`src/rtl/rastk_pkg.sv`:
```
package rastk_pkg;
  typedef struct packed {
    logic doPush;
    logic doPop;
    logic setOvf;
    logic setUnf;
    logic wrPtr;
    logic wrHi;
    logic wrLo;
    logic wrStat;
  } stackCtl_t;
endpackage

```
`src/rtl/rastk_ctrl.sv`:
```
module rastk_ctrl
  import rastk_pkg::*;
#(
  parameter int DEPTH = 16,
  localparam int PTR_W = $clog2(DEPTH) + 1
) (
  input  logic             clk,
  input  logic             rstN,
  input  logic             pushReq,
  input  logic             popReq,
  input  logic             faultRstEn,
  input  logic             swWrPtr,
  input  logic             swWrHi,
  input  logic             swWrLo,
  input  logic             swWrStat,
  input  logic [PTR_W-1:0] ptr,
  output stackCtl_t        ctl,
  output logic             resetReq
);
  logic isFull, isEmpty, pushOnly, popOnly, anyStack;

  assign isFull   = (ptr == PTR_W'(DEPTH));
  assign isEmpty  = (ptr == '0);
  assign pushOnly = pushReq && !popReq;
  assign popOnly  = popReq && !pushReq;
  assign anyStack = pushReq || popReq;

  always_comb begin
    ctl.doPush = pushOnly && !isFull;
    ctl.doPop  = popOnly && !isEmpty;
    ctl.setOvf = pushOnly && isFull;
    ctl.setUnf = popOnly && isEmpty;
    ctl.wrPtr  = swWrPtr && !anyStack;
    ctl.wrHi   = swWrHi && !anyStack;
    ctl.wrLo   = swWrLo && !anyStack;
    ctl.wrStat = swWrStat;
  end

  always_ff @(posedge clk or negedge rstN) begin
    if (!rstN) resetReq <= 1'b0;
    else       resetReq <= faultRstEn && (ctl.setOvf || ctl.setUnf);
  end


  both_hold_chk: assert property (@(posedge clk) disable iff (!rstN)
    pushReq && popReq |=> ptr == $past(ptr));


  rstreq_src_chk: assert property (@(posedge clk) disable iff (!rstN)
    resetReq |-> $past(faultRstEn));
endmodule

```
`src/rtl/rastk_dp.sv`:
```
module rastk_dp
  import rastk_pkg::*;
#(
  parameter int DEPTH = 16,
  parameter int PC_W  = 15,
  parameter int BYTE_W = 8,
  localparam int PTR_W = $clog2(DEPTH) + 1,
  localparam int IDX_W = $clog2(DEPTH),
  localparam int HI_W  = PC_W - BYTE_W
) (
  input  logic              clk,
  input  logic              rstN,
  input  stackCtl_t         ctl,
  input  logic [PC_W-1:0]   pcIn,
  input  logic [BYTE_W-1:0] swData,
  output logic [PTR_W-1:0]  ptr,
  output logic [PC_W-1:0]   popPc,
  output logic [PC_W-1:0]   selEntry,
  output logic              ovfFlag,
  output logic              unfFlag
);
  logic [PC_W-1:0]  ent [DEPTH];
  logic [PTR_W-1:0] ptrDec;
  logic [PTR_W-1:0] ptrLoad;

  assign ptrDec  = ptr - 1'b1;
  assign ptrLoad = (PTR_W'(swData) > PTR_W'(DEPTH)) ? PTR_W'(DEPTH) : PTR_W'(swData);

  for (genvar i = 0; i < DEPTH; i++) begin : g_ent
    logic hit;
    assign hit = (ptr == PTR_W'(i));
    always_ff @(posedge clk or negedge rstN) begin
      if (!rstN) begin
        ent[i] <= '0;
      end else if (ctl.doPush && hit) begin
        ent[i] <= pcIn;
      end else begin
        if (ctl.wrHi && hit) ent[i][PC_W-1:BYTE_W] <= swData[HI_W-1:0];
        if (ctl.wrLo && hit) ent[i][BYTE_W-1:0]    <= swData;
      end
    end
  end

  always_ff @(posedge clk or negedge rstN) begin
    if (!rstN)            ptr <= '0;
    else if (ctl.doPush)  ptr <= ptr + 1'b1;
    else if (ctl.doPop)   ptr <= ptrDec;
    else if (ctl.wrPtr)   ptr <= ptrLoad;
  end

  always_ff @(posedge clk or negedge rstN) begin
    if (!rstN) begin
      ovfFlag <= 1'b0;
      unfFlag <= 1'b0;
    end else begin
      ovfFlag <= ctl.setOvf || (ovfFlag && !(ctl.wrStat && !swData[0]));
      unfFlag <= ctl.setUnf || (unfFlag && !(ctl.wrStat && !swData[1]));
    end
  end

  assign selEntry = (ptr < PTR_W'(DEPTH)) ? ent[ptr[IDX_W-1:0]] : '0;
  assign popPc    = (ptr == '0) ? '0 : ent[ptrDec[IDX_W-1:0]];


  ptr_range_chk: assert property (@(posedge clk) disable iff (!rstN)
    ptr <= PTR_W'(DEPTH));


  push_inc_chk: assert property (@(posedge clk) disable iff (!rstN)
    ctl.doPush |=> ptr == $past(ptr) + 1'b1);


  ovf_sticky_chk: assert property (@(posedge clk) disable iff (!rstN)
    ovfFlag && !ctl.wrStat |=> ovfFlag);
endmodule

```
`src/rtl/ret_addr_stack.sv`:
```
module ret_addr_stack
  import rastk_pkg::*;
#(
  parameter int DEPTH = 16,
  parameter int PC_W  = 15,
  localparam int PTR_W = $clog2(DEPTH) + 1
) (
  input  logic             clk,
  input  logic             rstN,
  input  logic             pushReq,
  input  logic             popReq,
  input  logic [PC_W-1:0]  pcIn,
  output logic [PC_W-1:0]  popPc,
  input  logic             faultRstEn,
  input  logic             swWrPtr,
  input  logic             swWrHi,
  input  logic             swWrLo,
  input  logic             swWrStat,
  input  logic [7:0]       swData,
  output logic [PTR_W-1:0] ptrOut,
  output logic [7:0]       tosHi,
  output logic [7:0]       tosLo,
  output logic             ovfFlag,
  output logic             unfFlag,
  output logic             resetReq
);
  stackCtl_t       ctl;
  logic [PC_W-1:0] selEntry;

  rastk_ctrl #(.DEPTH(DEPTH)) u_ctrl (
    .clk(clk), .rstN(rstN), .pushReq(pushReq), .popReq(popReq),
    .faultRstEn(faultRstEn), .swWrPtr(swWrPtr), .swWrHi(swWrHi),
    .swWrLo(swWrLo), .swWrStat(swWrStat), .ptr(ptrOut),
    .ctl(ctl), .resetReq(resetReq)
  );

  rastk_dp #(.DEPTH(DEPTH), .PC_W(PC_W), .BYTE_W(8)) u_dp (
    .clk(clk), .rstN(rstN), .ctl(ctl), .pcIn(pcIn), .swData(swData),
    .ptr(ptrOut), .popPc(popPc), .selEntry(selEntry),
    .ovfFlag(ovfFlag), .unfFlag(unfFlag)
  );

  assign tosLo = selEntry[7:0];
  assign tosHi = 8'(selEntry[PC_W-1:8]);


  no_overflow_chk: assert property (@(posedge clk) disable iff (!rstN)
    pushReq && !popReq && ptrOut == PTR_W'(DEPTH) |=> ovfFlag && ptrOut == PTR_W'(DEPTH));


  no_underflow_chk: assert property (@(posedge clk) disable iff (!rstN)
    popReq && !pushReq && ptrOut == '0 |-> popPc == '0);
endmodule

```
`config.mk`:
```
export PLATFORM = sky130hd
export DESIGN_NAME = ret_addr_stack
export DESIGN_NICKNAME = d
export VERILOG_FILES = /design/src/rtl/rastk_pkg.sv /design/src/rtl/rastk_ctrl.sv /design/src/rtl/rastk_dp.sv /design/src/rtl/ret_addr_stack.sv
export SDC_FILE = /design/constraint.sdc
export NUM_CORES = 1
export LEC_CHECK = 0
export ABC_AREA = 0
export BUFFER_PORTS_ARGS = -buffer_cell sky130_fd_sc_hd__buf_2
export CAP_MARGIN = 40
export CORE_MARGIN = 3
export CORE_UTILIZATION = 30
export CTS_BUF_LIST = sky130_fd_sc_hd__clkbuf_2 sky130_fd_sc_hd__clkbuf_4 sky130_fd_sc_hd__clkbuf_8
export CTS_CLUSTER_DIAMETER = 120
export CTS_CLUSTER_SIZE = 12
export DETAILED_ROUTE_END_ITERATION = 10
export PLACE_DENSITY = 0.53
export REMOVE_ABC_BUFFERS = 1
export SLEW_MARGIN = 20
export SYNTH_ARGS = -nofsm -noshare
export SYNTH_HDL_FRONTEND = slang
export SYNTH_SLANG_ARGS = --single-unit
```
`constraint.sdc`:
```
create_clock -name clk -period 5.3 [get_ports clk]
set_clock_uncertainty 0.2 [all_clocks]
set_input_delay 0.53 -clock clk [delete_from_list [all_inputs] [get_ports clk]]
set_output_delay 0.53 -clock clk [all_outputs]
set_load 0.02 [all_outputs]
```
==> qor.txt, run 1 <==
# DRC: 0
critical path startpoint category: flip-flop
Synth Area in Compound Gates: 0.204
1st-iter DRT viols: 1054
Die X: 221 um
Rel. slew slack: 0.351
first-pass GRT wire length: 68.2 mm
Worst Max-Slew Pin Slew: 0.974 ns
WL final: 44.0 mm
GR Layer Usage met3: 0.0271
Data required, critical path: 4.57 ns
nets@finish: 1136
fin. max-slew vios: 0
MaxCap Viol Count: 0
Root Buffer: clkbuf_8
EDFF count, synth: 0
Setup Total Neg Slack: 0 ns
GR Overflow Total: 0
sequential share of the synthesized area: 0.448
Vias/cell: 6.00
buffer depth of the longest clock path: 3
Area Overhead vs Synth: 9.55%
CORE AREA: 45500 sq um
GR Util All Layers: 0.176
final setup vio count: 0
RePlAce Congestion: 0.861
Setup crit end: popPc[5]
reg2reg path depth: 6
CTS tree: done
final hold vios: 0
gr busiest metal: met2
Async SR Flop Fraction: 1.00
flop2flop setup slack: 2.14 ns
Final ANT Viol Nets: 0
DR pass1 iterations: 7
most frequent cells in the layout: dfrtp_1, a2bb2oi_1, mux4_2
Reg clk slew, reported paths: 0.09 ns
Setup CP Type: flip-flop to output port
die area: 48800 sq um
final core utilization: 0.333
fraction of layout cells with a size suffix above 1: 0.272
largest net degree at the start of global routing: 127
row cnt: 78
Reg2Reg Launch Point: u_dp.ptr[0]
H-tree depth: 1
Port Buffers: 69
commonest non-fill, non-tap cell in the layout: dfrtp_1
worst path arrival time: 3.26 ns
leakage power: 0.00609 uW
Cells after Synth: 1061
status: completed
Seq cells post-synth: 248
PostCTS Resize Cnt: 0
grt met2 use: 0.276
r2r endpoint: u_dp.ent[92]
vias: 10193
wire length per cell: 25.9 um
Synth Area in XOR/XNOR: 0.000633
Tmin final: 3.99 ns
crit path from: u_dp.ptr[0]
post-synthesis adder-cell area fraction: 0.00723
largest family of logic cells by synthesized area: multiplexers
Final HPWL DP: 31.4 mm
Fmax: 250 MHz
Top FF cell, synth: dfrtp_1
Worst-Skew Late Latency: 0.59 ns
RSZ-0062 raised after global routing: false
fin crit share: 0.753
peak supply drop: 0.000293 V
die height: 221 um
setup bufs post-CTS: 0
initial antenna violation count: 1
CTS sink cnt: 248
Hold Path Class: primary input to flip-flop
vias in the first global route: 10188
Synth Warn #: 0
PwrDens: 664 nW/um^2
Syn Area/Cell: 13.0 sq um
post-synthesis mux area share: 0.230
simple-gate share of the synthesized area: 0.0727
Syn Std Cell Area: 13800 sq um
crit-path max FO: 21
TritonCTS buffer count: 24
Initial Util: 0.304
io pins: 71
Worst Setup End Kind: output port
count of cell types in the netlist: 53
met1 global-route usage: 0.257
[worst min path at each step]
stage,cells after the start,from,end
after floorplan,0,rstN,u_ctrl.resetReq
after global placement,1,u_dp.ent[219],u_dp.ent[219]
after detailed placement,1,u_dp.ent[219],u_dp.ent[219]
after CTS,3,pcIn[5],u_dp.ent[5]
after global routing,3,pcIn[5],u_dp.ent[5]
final,3,pcIn[5],u_dp.ent[5]
[synth_stat cells, types with 3 or more instances]
cell       number  area, sq um
a31oi_1        17          106
o2bb2ai_1      75          657
nor2_1         59          221
o22ai_1         4         25.0
nor2b_1         8         50.1
buf_6           5         56.3
inv_1           7         26.3
o21ai_0        20          100
nor3b_1         3         22.5
nor2_2         13         81.3
clkbuf_1       34          128
a21oi_1        35          175
mux2i_1        48          480
ha_1            8          100
nand2b_1       11         68.8
a22oi_1        50          375
mux4_2        120         2700
nand3_1        23          115
nand2_2         6         37.5
dfrtp_1       248         6210
a22oi_2         3         37.5
o22ai_2         8          100
a2bb2oi_1     129         1130
buf_4          20          150
nand2_1        40          150
buf_2          30          150
[final cells by class]
class	count	area, sq um
clock buffers	27	359
inverters	7	26.3
fillers	4497	30300
clock inverters	1	30.0
well taps	600	751
multi-input cells	715	7130
diodes	2	5.00
flip-flops and latches	248	6210
repair buffers	100	654
[per-layer routing]
layer | share of wire | vias to the layer above | wire length, um
met5 | 0 | - | 0
met2 | 0.46 | 473 | 20500
met1 | 0.44 | 5358 | 19300
met4 | 0.021 | 0 | 941
li1 | - | 4309 | -
met3 | 0.076 | 53 | 3340
[flip-flops by register name (all words and copies together), names as in the netlist]
signal and count:
u_dp.ovfFlag 1, u_dp.ptr 5, u_dp.unfFlag 1, u_ctrl.resetReq 1
u_dp.ent 240
[metrics by stage]
step / cell area (sq um) / hold WS [ns] / cells / setup slack (ns) / power [uW]
final: 15200 / 0.0469 / 1700 / 1.31 / 10100
after floorplan: 13400 / 0.0344 / 970 / -3.52 / 7200
after global placement: 14700 / 0.283 / 1663 / 1.90 / 8770
after global routing: 15200 / 0.0198 / 1699 / 1.22 / 10600
after detailed placement: 14700 / 0.290 / 1667 / 1.98 / 8830
after CTS: 15200 / 0.00623 / 1697 / 1.32 / 10100
[worst max-delay path, stage by stage (launching register included)]
cell and delay [ns]:
dfrtp_4 0.44, inv_1 0.11, ha_2 0.77, buf_4 0.38, mux4_2 0.25, a22oi_1 0.09, a22oi_1 0.38, buf_2 0.25
[power breakdown]
| part | total, uW | internal (uW) | switching [uW] |
|---|---|---|---|
| Sequential | 3590 | 2760 | 824 |
| Combinational | 5320 | 2600 | 2720 |
| Clock | 1170 | 486 | 680 |
| Total | 10100 | 5850 | 4220 |
[timing repair]
item	4_1_cts	5_1_grt
setup endpoints to repair	0	0
hold buffers	2	0
endpoints found under the hold margin	99	0
[logic make-up (layout without fill, tap and decap cells)]
kind of cell             Yosys count  count (layout)
XOR/XNOR                           1               1
AO/OA/AOI/OAI                    353             353
flip-flops                       248             248
multiplexers                     168             168
adder cells (fa/ha/maj)            8               8
other                              1               3
buffers and inverters             98             135
AND/OR/NAND/NOR                  184             184
Note: power is estimated with default switching activity, not from simulation.
==> inputs of run 2 (changes only) <==
- ABC_AREA: 0 -> 1
- PLACE_DENSITY: 0.53 -> 0.54
- clock period: 5.3 -> 3.3 ns (I/O delays scaled with it)
==> run 2 against run 1 <==
Effect of this change: final area up 32%; global-route usage is 6.4 points higher; total power grew 85%; worst setup slack lost 1.3 ns; non-clock buffer count is 39 higher.
==> qor.txt, run 2 <==
1st-iter DRT viols: 2409 (+130%)
CTS sink cnt: 248 (unchanged)
Fmax: 307 MHz
status: completed
WL final: 79.7 mm (+81%)
Rel. slew slack: 0.402 (+0.0514)
TritonCTS buffer count: 24 (unchanged)
Root Buffer: clkbuf_8
Initial Util: 0.306 (+0.00193)
vias in the first global route: 17015 (+67%)
register name with the most flops: u_dp.ent
Tmin final: 3.26 ns
PnR Total Power: 18600 uW (+85%)
Seq cells post-synth: 248 (unchanged)
first-pass GRT wire length: 115 mm (+68%)
H-tree depth: 1 (unchanged)
CORE AREA: 58400 sq um (+28%)
final hold vios: 0 (unchanged)
Worst Max-Slew Pin Slew: 0.897 ns (-0.0771 ns)
Final ANT Viol Nets: 0 (unchanged)
Top FF cell, synth: dfrtp_1
Reg clk slew, reported paths: 0.14 ns (+0.05 ns)
Data required, critical path: 2.77 ns (-1.80 ns)
PwrDens: 934 nW/um^2 (+41%)
Vias/cell: 5.08 (-15%)
Setup Total Neg Slack: 0 ns (unchanged)
Setup CP Type: flip-flop to output port
Final HPWL DP: 53.6 mm (+71%)
Worst Setup End Kind: output port
fin. max-slew vios: 0 (unchanged)
area leader, netlist: nand2_1
sequential share of the synthesized area: 0.347 (-0.101)
largest net degree at the start of global routing: 96 (-24%)
peak supply drop: 0.000757 V (+160%)
Reg2Reg Launch Point: u_dp.ptr[0]
count of cell types in the netlist: 30 (-43%)
buffer depth of the longest clock path: 3 (unchanged)
Synth Warn #: 0 (unchanged)
RePlAce Congestion: 0.923 (+7.2%)
io pins: 71 (unchanged)
nets@finish: 3088 (+170%)
die area: 62600 sq um (+28%)
CTS tree: done
Die X: 250 um (+13%)
most frequent cells in the layout: nand2_1, nand3_1, dfrtp_1
final setup vio count: 0 (unchanged)
GR Util All Layers: 0.241 (+0.0644)
leakage power: 0.0107 uW (+75%)
crit-path most repeated cell: nor2_1
crit-path cells: clkinv_8, ha_4, inv_8, buf_12, buf_6, o21ai_0, a21oi_1, nor2_1, nor2_1, nor2_2, buf_4
critical path startpoint category: flip-flop
wire length per cell: 20.9 um (-19%)
GR Overflow Total: 0 (unchanged)
Syn Area/Cell: 5.86 sq um (-55%)
Worst-Skew Late Latency: 0.66 ns (+0.07 ns)
area occupied by multi-input gates: 10400 sq um (+46%)
crit-path max cell delay: 0.50 ns (-0.27 ns)
top cells by area, synth: nand2_1, dfrtp_1, nand3_1, inv_1, nor2_1
crit-path max FO: 10 (-52%)
Syn Std Cell Area: 17900 sq um (+29%)
# DRC: 0 (unchanged)
vias: 19365 (+90%)
row cnt: 88 (+13%)
biggest regs: u_dp.ent x240, u_dp.ptr x5
DR pass1 iterations: 6 (-1)
Async SR Flop Fraction: 1.00 (unchanged)
worst path arrival time: 2.73 ns (-0.53 ns)
Commonest cells post-synth: nand2_1, nand3_1, dfrtp_1, inv_1, nor2_1
r2r endpoint: u_dp.ent[7]
RSZ-0062 raised after global routing: true
max reg flops: 240 (unchanged)
reg2reg path depth: 15 (+9)
commonest non-fill, non-tap cell in the layout: nand2_1
fraction of layout cells with a size suffix above 1: 0.0984 (-0.174)
EDFF count, synth: 0 (unchanged)
flop2flop setup slack: 0.16 ns (-1.98 ns)
share of the synthesized area in the top cell type: 0.391 (-0.0575)
Slowest-stage cell, CP: dfrtp_4
most common cell in the synthesized netlist: nand2_1
# fillers: 6573 (+46%)
Port Buffers: 69 (unchanged)
MaxCap Viol Count: 0 (unchanged)
fin crit share: 0.988
final antenna diode count: 0 (-2)
initial antenna violation count: 1 (unchanged)
Cells after Synth: 3051 (+190%)
Hold Path Class: primary input to async pin
Area Overhead vs Synth: 11.6%
die height: 250 um (+13%)
register area: 6210 sq um (unchanged)
-- run 2: report_power, final --
part,leakage [uW],total [uW],internal [uW],switching [uW]
Combinational,0.00727,11100,3760,7310
Sequential,0.00320,5610,4320,1290
Clock,0.000198,1950,766,1190
-- run 2: per-stage QoR --
step	utilization	cell area, sq um	std cells	setup WS, ns	hold slack (ns)
global route	0.342	20000	3814	-0.0197	0.0568
CTS	0.336	19600	3803	0.000438	0.0108
global placement	0.323	18900	3758	0.334	0.0911
finish	0.342	20000	3814	0.0399	0.0328
detailed placement	0.323	18900	3758	0.350	0.0903
floorplan	-	17100	2882	-10.28	-0.166
-- run 2: area by class of cell --
type / count / area share
multi-input cells: 2458 / 0.521
flip-flops and latches: 248 / 0.311
repair buffers: 139 / 0.0652
well taps: 765 / 0.0480
inverters: 176 / 0.0351
clock buffers: 26 / 0.0176
clock inverters: 1 / 0.00150
repair inverters: 1 / 0.000251
-- run 2: kinds of logic after synthesis --
logic type / count (synthesis) / synth area share
xor+xnor: 2 / 0.000980
compound gates: 120 / 0.0368
flops: 248 / 0.347
buf+inv: 345 / 0.0803
simple gates: 2327 / 0.529
other cells: 1 / 0.000210
fa+ha+maj: 8 / 0.00560
-- run 2: critical path, delay by kind of cell (launching register included) --
family	cells	cell delay, ns
compound gates	2	0.24
fa+ha+maj	1	0.29
buf+inv	5	0.69
flops	1	0.50
simple gates	3	0.35
-- run 2: worst max-delay path by stage --
stage                      from       end  slack [ns]  depth (start not counted)
CTS                 u_dp.ptr[0]  popPc[9]      0.0004                         11
floorplan           u_dp.ptr[0]  popPc[0]      -10.28                          8
global placement    u_dp.ptr[0]  popPc[8]        0.33                          9
global route        u_dp.ptr[0]  popPc[7]       -0.02                         11
finish              u_dp.ptr[0]  popPc[7]        0.04                         11
detailed placement  u_dp.ptr[0]  popPc[8]        0.35                          9
-- run 2: per-layer routing --
| metal | GRT usage | part of all wire | up-vias |
|---|---|---|---|
| li1 | - | - | 9302 |
| met1 | 0.356 | 0.45 | 8921 |
| met2 | 0.353 | 0.42 | 977 |
| met3 | 0.0444 | 0.098 | 163 |
| met4 | 0.0768 | 0.035 | 2 |
| met5 | 0 | 0.00015 | - |
-- run 2: repair_timing --
| item | in CTS | in global routing |
|---|---|---|
| gates cloned | 3 | 5 |
| hold buffers | 9 | 0 |
| endpoints found under the hold margin | 256 | 0 |
| setup endpoints to repair | 30 | 30 |
| gates resized for setup | 48 | 51 |
| buffers inserted | 6 | 6 |
| pin swaps | 4 | 8 |
==> inputs of run 3 (changes only) <==
- PLACE_DENSITY: 0.54 -> 0.53
- clock period: 3.3 -> 3.4 ns (I/O delays scaled with it)
==> run 3 against run 2 <==
Effect of this change: final area shrank 1.2%; worst setup slack worse by 0.016 ns; register-to-register slack improved by 0.12 ns; die area unchanged; clock-buffer cell count stayed put; sequential power fell by 3.9%; largest cell class unchanged; first-iteration DRC count shrank 23%; sequential share of layout area grew 0.37 points; cell count decreased by 0.31%; wire length decreased by 5.1%; combinational power is 7% lower; critical endpoint is now popPc[8]; utilization down 0.43 points.
==> qor.txt, run 3 (synthesis gave the netlist of run 2 again) <==
Hold Path Class: primary input to flip-flop
DR pass1 iterations: 5 (-1)
commonest non-fill, non-tap cell in the layout: nand2_1
Setup crit end: popPc[8]
register name with the most flops: u_dp.ent
vias in the first global route: 17455 (+2.6%)
row cnt: 88 (unchanged)
final setup vio count: 0 (unchanged)
largest net degree at the start of global routing: 106 (+10%)
critical path startpoint category: flip-flop
RePlAce Congestion: 0.936 (+1.5%)
peak supply drop: 0.000668 V (-12%)
Tmin final: 3.38 ns
biggest regs: u_dp.ent x240, u_dp.ptr x5
Combinational Power Share: 0.586 (-0.008)
Port Buffers: 69 (unchanged)
fin area: 19700 sq um (-1.2%)
CORE AREA: 58400 sq um (unchanged)
Worst-Skew Late Latency: 0.61 ns (-0.05 ns)
Worst Max-Slew Pin Slew: 0.873 ns (-0.0236 ns)
die area: 62600 sq um (unchanged)
Data required, critical path: 2.86 ns (+0.09 ns)
Post-DP Area: 18800 sq um (about the same)
CTS sink cnt: 248 (unchanged)
1st-iter DRT viols: 1843 (-23%)
Rel. slew slack: 0.418 (+0.0157)
WL final: 75.7 mm (-5.1%)
PnR Total Power: 17600 uW (-5.8%)
Area Overhead vs Synth: 10.2%
RSZ-0062 raised after global routing: true
io pins: 71 (unchanged)
crit-path max FO: 15 (+5)
most frequent cells in the layout: nand2_1, nand3_1, dfrtp_1
final antenna diode count: 0 (unchanged)
CTS tree: done
Internal: 8230 uW (-6.9%)
Root Buffer: clkbuf_8
GR Overflow Total: 0 (unchanged)
Fmax: 296 MHz
wire length per cell: 19.9 um (-4.8%)
worst path arrival time: 2.84 ns (+0.11 ns)
Reg2Reg Launch Point: u_dp.ptr[3]
P_sw: 9320 uW (-4.8%)
max reg flops: 240 (unchanged)
reg2reg path depth: 12 (-3)
H-tree depth: 1 (unchanged)
# DRC: 0 (unchanged)
die height: 250 um (unchanged)
status: completed
PwrDens: 891 nW/um^2 (-4.6%)
final core utilization: 0.338 (-0.00427)
Vias/cell: 4.96 (-2.3%)
Initial Util: 0.306 (unchanged)
MaxCap Viol Count: 0 (unchanged)
fin. max-slew vios: 0 (unchanged)
Worst Setup End Kind: output port
sw frac: 0.531 (+0.00547)
first-pass GRT wire length: 112 mm (-2.4%)
fraction of layout cells with a size suffix above 1: 0.0948 (-0.00356)
final hold vios: 0 (unchanged)
flop2flop setup slack: 0.28 ns (+0.12 ns)
Setup CP Type: flip-flop to output port
buffer depth of the longest clock path: 3 (unchanged)
clock share of power: 0.107 (+0.002)
GR Util All Layers: 0.235 (-0.00614)
Sequential Power Share: 0.307 (+0.006)
leakage power: 0.0106 uW (-1.1%)
Reg clk slew, reported paths: 0.10 ns (-0.04 ns)
nets@finish: 3076 (-0.39%)
initial antenna violation count: 0 (-1)
HP Start: pcIn[12]
Setup Total Neg Slack: 0 ns (unchanged)
Final ANT Viol Nets: 0 (unchanged)
r2r endpoint: u_dp.ent[7]
TritonCTS buffer count: 24 (unchanged)
fin crit share: 0.993
crit path from: u_dp.ptr[0]
Die X: 250 um (unchanged)
Final HPWL DP: 51.5 mm (-3.9%)
vias: 18861 (-2.6%)
run 3: cell count changes in the layout (fill, tap and decap cells not counted), moves of 3 or more:
cell	previous run	this run
buf_4	43	34
buf_2	55	63
buf_8	6	1
nand3_1	278	273
nand3_2	9	14
buf_16	7	4
clkbuf_16	4	1
dfrtp_1	243	246
dfrtp_2	4	1
run 3: power by group through the flow:
stage	registers (uW)	clock network, uW	logic, uW
2_1_floorplan	5250	0	5860
3_3_place_gp	5420	0	9380
3_5_place_dp	5420	0	9410
4_1_cts	5370	1950	9860
5_1_grt	5530	2040	11300
6_report	5390	1880	10300
run 3: final cells by class:
| class | instances | area, sq um |
|---|---|---|
| Fill cell | 6593 | 38700 |
| Multi-Input combinational cell | 2458 | 10400 |
| Sequential cell | 248 | 6210 |
| Timing Repair Buffer | 128 | 1060 |
| Tap cell | 765 | 957 |
| Inverter | 176 | 693 |
| Clock buffer | 26 | 352 |
| Clock inverter | 1 | 30.0 |
run 3: repair_timing:
action | CTS | global route
gates resized for setup | 28 | 44
pin swaps | 0 | 2
hold buffers | 11 | 0
endpoints found under the hold margin | 126 | 0
endpoints found under the setup margin | 30 | 28
buffers inserted | 3 | 0
cloned | 2 | 1
run 3: critical path, cell delays in order, from the launching register on:
cell and delay (ns):
dfrtp_4 0.55, inv_8 0.16, ha_1 0.21, inv_1 0.05, nand2_1 0.06, nand2_2 0.11, inv_2 0.12, buf_12 0.17
nand3_2 0.12, nand3_1 0.14, nand2_1 0.12, nor2_4 0.19, buf_2 0.20
run 3: how the worst min path moves through the flow:
stage,slack (ns),to,cells past startpoint
2_1_floorplan,-0.16,u_ctrl.resetReq,0
3_3_place_gp,0.17,u_dp.ent[131],1
3_5_place_dp,0.17,u_dp.ent[131],1
4_1_cts,0.06,u_dp.ent[14],3
5_1_grt,0.08,u_dp.ent[14],3
6_report,0.11,u_dp.ent[12],3
run 3: per-layer routing:
metal / up-vias / track usage / wire length [um]
li1: 9283 / - / -
met1: 8678 / 0.326 / 33800
met2: 723 / 0.364 / 33000
met5: - / 0 / 0
met4: 0 / 0.0923 / 3390
met3: 177 / 0.0387 / 5460
run 3: metrics by stage:
stage | setup WS, ns | hold slack, ns | instances
final | 0.0235 | 0.105 | 3802
after global routing | -0.0535 | 0.0840 | 3802
after CTS | -0.0510 | 0.0550 | 3801
after detailed placement | 0.318 | 0.168 | 3758
after global placement | 0.311 | 0.168 | 3757
after floorplan | -10.19 | -0.156 | 2882
